`src/rtl/sef_pkg.sv`:
```
package sef_pkg;

  // Bits needed to hold a count from 0 to n inclusive.
  function automatic int cnt_bits(input int n);
    return $clog2(n + 1);
  endfunction

endpackage

```
`src/rtl/sef_rst_sync.sv`:
```
module sef_rst_sync #(
  parameter int STAGES = 2
) (
  input  logic clk,
  input  logic rst_n,
  output logic rst_n_sync
);

  logic [STAGES-1:0] sync_q;
  logic [STAGES-1:0] sync_d;

  always_comb begin
    sync_d = {sync_q[STAGES-2:0], 1'b1};
  end

  always_ff @(posedge clk or negedge rst_n) begin
    if (!rst_n) begin
      sync_q <= '0;
    end else begin
      sync_q <= sync_d;
    end
  end

  assign rst_n_sync = sync_q[STAGES-1];

endmodule

```
`src/rtl/sef_window.sv`:
```
module sef_window
  import sef_pkg::*;
#(
  parameter int WIN_LEN    = 16,
  parameter int ERR_THRESH = 3
) (
  input  logic clk,
  input  logic rst_n,
  input  logic fbit_vld,
  input  logic fbit_err,
  output logic over_thresh
);

  localparam int CNT_W = cnt_bits(WIN_LEN);
  localparam logic [CNT_W-1:0] THR = CNT_W'(ERR_THRESH);

  logic [WIN_LEN-1:0] hist_q, hist_d;
  logic [CNT_W-1:0]   cnt_q, cnt_d;
  logic [CNT_W-1:0]   add_v, sub_v;

  always_comb begin
    add_v  = {{(CNT_W-1){1'b0}}, fbit_err};
    sub_v  = {{(CNT_W-1){1'b0}}, hist_q[WIN_LEN-1]};
    hist_d = hist_q;
    cnt_d  = cnt_q;
    if (fbit_vld) begin
      hist_d = {hist_q[WIN_LEN-2:0], fbit_err};
      cnt_d  = cnt_q + add_v - sub_v;
    end
  end

  always_ff @(posedge clk or negedge rst_n) begin
    if (!rst_n) begin
      hist_q <= '0;
      cnt_q  <= '0;
    end else if (fbit_vld) begin
      hist_q <= hist_d;
      cnt_q  <= cnt_d;
    end
  end

  assign over_thresh = (cnt_q >= THR);

endmodule

```
`src/rtl/sef_status.sv`:
```
module sef_status (
  input  logic clk,
  input  logic rst_n,
  input  logic cond,
  input  logic rd,
  output logic latched
);

  logic lat_q, lat_d;

  always_comb begin
    lat_d = lat_q;
    if (rd) begin
      lat_d = 1'b0;
    end
    if (cond) begin
      lat_d = 1'b1;
    end
  end

  always_ff @(posedge clk or negedge rst_n) begin
    if (!rst_n) begin
      lat_q <= 1'b0;
    end else begin
      lat_q <= lat_d;
    end
  end

  assign latched = lat_q;

endmodule

```
`src/rtl/sef_detect.sv`:
```
module sef_detect #(
  parameter int WIN_LEN    = 16,
  parameter int ERR_THRESH = 3,
  parameter int SYNC_STG   = 2
) (
  input  logic clk,
  input  logic rst_n,
  input  logic fbit_vld,
  input  logic fbit_err,
  input  logic stat_rd,
  output logic sef_live,
  output logic sef_latched
);

  logic rst_n_int;
  logic live_w;

  sef_rst_sync #(.STAGES(SYNC_STG)) u_rst (
    .clk        (clk),
    .rst_n      (rst_n),
    .rst_n_sync (rst_n_int)
  );

  sef_window #(.WIN_LEN(WIN_LEN), .ERR_THRESH(ERR_THRESH)) u_win (
    .clk         (clk),
    .rst_n       (rst_n_int),
    .fbit_vld    (fbit_vld),
    .fbit_err    (fbit_err),
    .over_thresh (live_w)
  );

  sef_status u_stat (
    .clk     (clk),
    .rst_n   (rst_n_int),
    .cond    (live_w),
    .rd      (stat_rd),
    .latched (sef_latched)
  );

  assign sef_live = live_w;

endmodule

```
`config.mk`:
```
export PLATFORM = sky130hd
export DESIGN_NAME = sef_detect
export DESIGN_NICKNAME = d
export VERILOG_FILES = /design/src/rtl/sef_pkg.sv /design/src/rtl/sef_rst_sync.sv /design/src/rtl/sef_window.sv /design/src/rtl/sef_status.sv /design/src/rtl/sef_detect.sv
export SDC_FILE = /design/constraint.sdc
export NUM_CORES = 1
export LEC_CHECK = 0
export BUFFER_PORTS_ARGS = -buffer_cell sky130_fd_sc_hd__buf_2
export CAP_MARGIN = 20
export CORE_MARGIN = 2
export CORE_UTILIZATION = 66
export CTS_BUF_LIST = sky130_fd_sc_hd__clkbuf_8
export CTS_CLUSTER_DIAMETER = 100
export CTS_CLUSTER_SIZE = 12
export DETAILED_ROUTE_END_ITERATION = 10
export HOLD_SLACK_MARGIN = 0.15
export PLACE_DENSITY_LB_ADDON = 0.08
export RECOVER_POWER = 25
export SYNTH_ARGS = -nofsm -noshare
export SYNTH_HDL_FRONTEND = slang
export SYNTH_SLANG_ARGS = --single-unit
```
`constraint.sdc`:
```
create_clock -name clk -period 3.1 [get_ports clk]
set_input_delay 0.62 -clock clk [delete_from_list [all_inputs] [get_ports clk]]
set_output_delay 0.62 -clock clk [all_outputs]
set_load 0.02 [all_outputs]
```
After elaboration in Yosys (flattened, before gate mapping)
Index checks and enable logic that the tools add are counted.
Word-level totals
  register bits after elaboration: 24
  input bits: 5
  output and inout port bits: 2
  logic and storage cells: 10
Cells by class
  add/subtract/negate cells: 2
  magnitude comparators: 1
  multiplexer cells: 2
  reduce and logical (&&, ||, !) cells: 1
Operators by type and width (number)
  $add A5 B1 Y5: 1
  $ge A5 B2 Y1 const B: 1
  $sub A5 B1 Y5: 1
  $mux W1: 2
  $reduce_bool A2 Y1: 1

Depth between registers and ports, before layout
  depth in word-level cells: 2
  gate-level depth with buffers: 8

Hierarchy
Synthesis repeated with hierarchy kept, for this count alone.
Unflattened totals
  cell total of the unflattened synthesis: 86
  area total of the unflattened synthesis: 1144.8 um2
Modules (own cells, without submodules)
  sef_window: times used 1, cells each 80, area an instance 1054.8 um2
  sef_rst_sync: times used 1, cells each 3, area an instance 53.8 um2
  sef_status: times used 1, cells each 3, area an instance 36.3 um2

Worst setup path after synthesis
OpenSTA, ideal clock, no wires.
  kind: register to output
  start: reg u_win.cnt_q[2]
  end: out sef_live
  arrival time: 1.094 ns
  data required time: 2.480 ns
  slack: 1.386 ns
  cell stages (with the launch flop): 6
  path through: dfrtp_1 -> inv_1 -> ha_1 -> and3b_1 -> o21ai_1 -> nand3_1
On the way
  word-level cells in the longest chain between the ends: 1
RTL lines
  start, declared: line sef_window.sv:18  | logic [CNT_W-1:0] cnt_q, cnt_d;
  start signal, assigned: line sef_window.sv:38  | cnt_q <= cnt_d;
  $ge A5 B2 Y1: line sef_window.sv:42  | assign over_thresh = (cnt_q >= THR);
  end, declared: line sef_detect.sv:11  | output logic sef_live,
No other way between the ends.

Worst setup path after layout
Ends and elaborated chain as after synthesis.

==> impl_metrics.csv <==
group,metric,value,unit
flow_run,maxCapViolations,0,
power,total_leakage_power,0.564,nW
placement,place_area,1170,um2
route,drt-total-wl,1.68,mm
global_route,grt_max_degree,33,
critical_path,startpoint_type,"flop",
min_path,hold_class,"reg -> reg",
die,core-area,1690,um2
finish,synthToLayoutAreaGrowth,6.20,%
clocking,cts_buffers,3,
timing,fin_skew,0.00528,ns
die,rows,15,
clocking,cts_root_buf,"clkbuf_8",
die,io_pins,7,
placement,place.gp.congestion,0.744,
power,p_per_area,982,nW/um2
finish,design_area,1220,um2
route,route.met2.wl,827,um
die,start_util,68.1,%
route,postRouteAntennaNets,0,
route,dr_wl_met3,48,um
route,via_per_inst,5.88,
logic_synthesis,synth_cells,87,
critical_path,arrival,1.53,ns
critical_path,crit_path_end_kind,"output pin",
finish,antenna_cells,0,
logic_synthesis,ys_seq_elements,24,
global_route,antenna_found_initial,0,
die,die_y,45.8,um
finish,final_util,72.4,%
power,vdd_ir_drop_max,0.692,mV
critical_path,crit_type,"reg -> out",
logic_synthesis,ys_seq_area_share,52.2,%
placement,hpwl,1.18,mm
clocking,clk_pin_slew,0.08,ns
timing,worst_pin_slew,0.855,ns
route,routed_wire_length_per_instance,15.1,um
timing,finalSetupViolCount,0,
clocking,clock_sinks,24,
status,status,"completed",
logic_synthesis,synth_nets,100,
timing,fin_tns_setup,0,ns
route,num_vias,653,
clocking,h-tree-depth,1,
placement,port_buffers,6,
critical_path,crit_required,2.48,ns
timing,hold_viol,0,
global_route,grt_pass1_vias,642,
logic_synthesis,yosys_warnings,0,
global_route,grt_use_total,19.2,%
timing,slew_headroom,43.0,%
timing,slew_violations,0,
finish,drive_above_1_share,23.4,%
die,fp.dieArea,2090,um2
route,drc,0,
timing,fmax,466,MHz
clocking,tritoncts,"yes",
global_route,overflow,0,
logic_synthesis,syn_avg_cell_area,13.2,um2
finish,nNetsFinal,109,
timing,finalCritPeriodShare,69.3,%
route,wl_met1,769,um
logic_synthesis,synth_cell_types,26,
clocking,post_cts_buffers,0,
critical_path,cp_max_fo,4,
route,firstDrtPassIters,4,
clocking,clockBufferDepth,2,
die,fp.dieW,45.8,um
clocking,clk_latency,0.26,ns
timing,rsz0062_at_grt,"false",
logic_synthesis,syn_area,1150,um2
route,routed.top_layer,"met4",
route,drt_iter0_drc,8,
timing,period_minus_slack,2.15,ns
global_route,grt_pass1_wl,2.75,mm
## worst paths after layout
check,cells after the start,to,slack [ns],startpoint
setup / recovery,6,sef_live,0.95,u_win.cnt_q[2]$_DFFE_PN0P_
hold / removal,0,u_rst.sync_q[1]$_DFF_PN0_,0.35,u_rst.sync_q[0]$_DFF_PN0_
setup reg to reg,8,u_win.cnt_q[4]$_DFFE_PN0P_,1.25,u_win.cnt_q[0]$_DFFE_PN0P_
hold reg to reg,0,u_rst.sync_q[1]$_DFF_PN0_,0.35,u_rst.sync_q[0]$_DFF_PN0_
max in group asynchronous,0,u_win.cnt_q[0]$_DFFE_PN0P_,2.21,u_rst.sync_q[1]$_DFF_PN0_
min in group asynchronous,0,u_win.hist_q[13]$_DFFE_PN0P_,0.36,u_rst.sync_q[1]$_DFF_PN0_
## sequential cells by signal, summed over array words and instances (netlist names)
name            flops
u_win.hist_q       16
u_rst.sync_q        2
u_stat.latched      1
u_win.cnt_q         5
## cell usage in the layout, fill, tap and decap left out
cell           netlist  layout
o21ai_1              3       3
o211ai_1             1       1
fa_1                 1       1
mux2_2              10      10
a21oi_1              3       3
and3b_1              1       1
inv_1                8       8
nor4b_4              1       1
and4bb_1             1       1
buf_2                0       5
nand2_1              2       2
o2111ai_1            1       1
nand3_1              4       4
a311oi_1             1       1
xnor2_1              1       1
clkbuf_1             0       1
ha_1                 7       7
dfrtp_1             24      24
o211ai_2             1       1
mux2_1               6       6
clkbuf_8             0       3
and2b_4              1       1
dlygate4sd3_1        0       1
nor2b_1              1       1
nor2_1               3       3
a311oi_2             1       1
conb_1               1       1
nand3b_1             1       1
## cell families (layout without fill, tap and decap cells)
| kind of cell | after synthesis | in the layout | synth area share [%] |
|---|---|---|---|
| compound gates | 11 | 11 | 7.17 |
| mux | 16 | 16 | 15.7 |
| simple gates | 15 | 15 | 9.35 |
| other cells | 1 | 1 | 0.326 |
| buf+inv | 11 | 18 | 5.22 |
| fa+ha+maj | 8 | 8 | 9.35 |
| flops | 24 | 24 | 52.2 |
| xor+xnor | 1 | 1 | 0.761 |
## routing by layer
metal | global-route usage [%] | vias up
li1 | - | 316
met1 | 24.8 | 320
met2 | 31.3 | 13
met3 | 5.16 | 4
met4 | 6.86 | 0
met5 | 0 | -
## cells in the mapped netlist, drive strengths merged
| cell type | n | area share [%] |
|---|---|---|
| and3b | 1 | 0.76 |
| o2111ai | 1 | 0.76 |
| o21ai | 3 | 1.3 |
| buf | 3 | 2.6 |
| conb | 1 | 0.33 |
| nor2 | 3 | 0.98 |
| nor2b | 1 | 0.54 |
| inv | 8 | 2.6 |
| o211ai | 2 | 1.7 |
| and2b | 1 | 0.87 |
| ha | 7 | 7.6 |
| fa | 1 | 1.7 |
| nand2 | 2 | 0.65 |
| nor4b | 1 | 2.1 |
| nand3 | 4 | 1.7 |
| and4bb | 1 | 1.1 |
| nand3b | 1 | 0.65 |
| xnor2 | 1 | 0.76 |
| a21oi | 3 | 1.3 |
| dfrtp | 24 | 52 |
| mux2 | 16 | 16 |
| a311oi | 2 | 2.1 |
## what timing repair did
| item | 4_1_cts | 5_1_grt |
|---|---|---|
| resized for setup | 0 | 0 |
| hold buffers | 1 | 0 |
| endpoints found under the setup margin | 0 | 0 |
| endpoints found under the hold margin | 2 | 0 |
## power by group
group | total [W] | internal (W) | leakage (nW) | switching, W
combinational | 0.000521 | 0.000251 | 0.259 | 0.000270
sequential | 0.000502 | 0.000432 | 0.283 | 0.0000702
clock | 0.000178 | 0.0000868 | 0.0216 | 0.0000916
total | 0.00120 | 0.000769 | 0.564 | 0.000431
## stage by stage
stage	hold WS [ns]	power (W)	setup WS, ns	std cells
after floorplan	0.280	0.000914	1.39	87
after global placement	0.342	0.000990	1.25	107
after detailed placement	0.340	0.00103	1.23	107
after CTS	0.359	0.00121	0.939	111
after global routing	0.361	0.00130	0.813	111
final	0.355	0.00120	0.952	111
## layout make-up
type,instances,area [um2]
Sequential cell,24,601
Timing Repair Buffer,7,38.8
Clock buffer,3,41.3
Tap cell,17,21.3
Fill cell,109,467
Inverter,8,30.0
Multi-Input combinational cell,52,490
## critical path, stage by stage (launching register included)
cell and delay, ns:
dfrtp_1 0.40, inv_1 0.10, ha_1 0.20, and3b_1 0.15, o21ai_1 0.16, nand3_1 0.09
buf_2 0.16
Power figures use the tool's default switching activity.
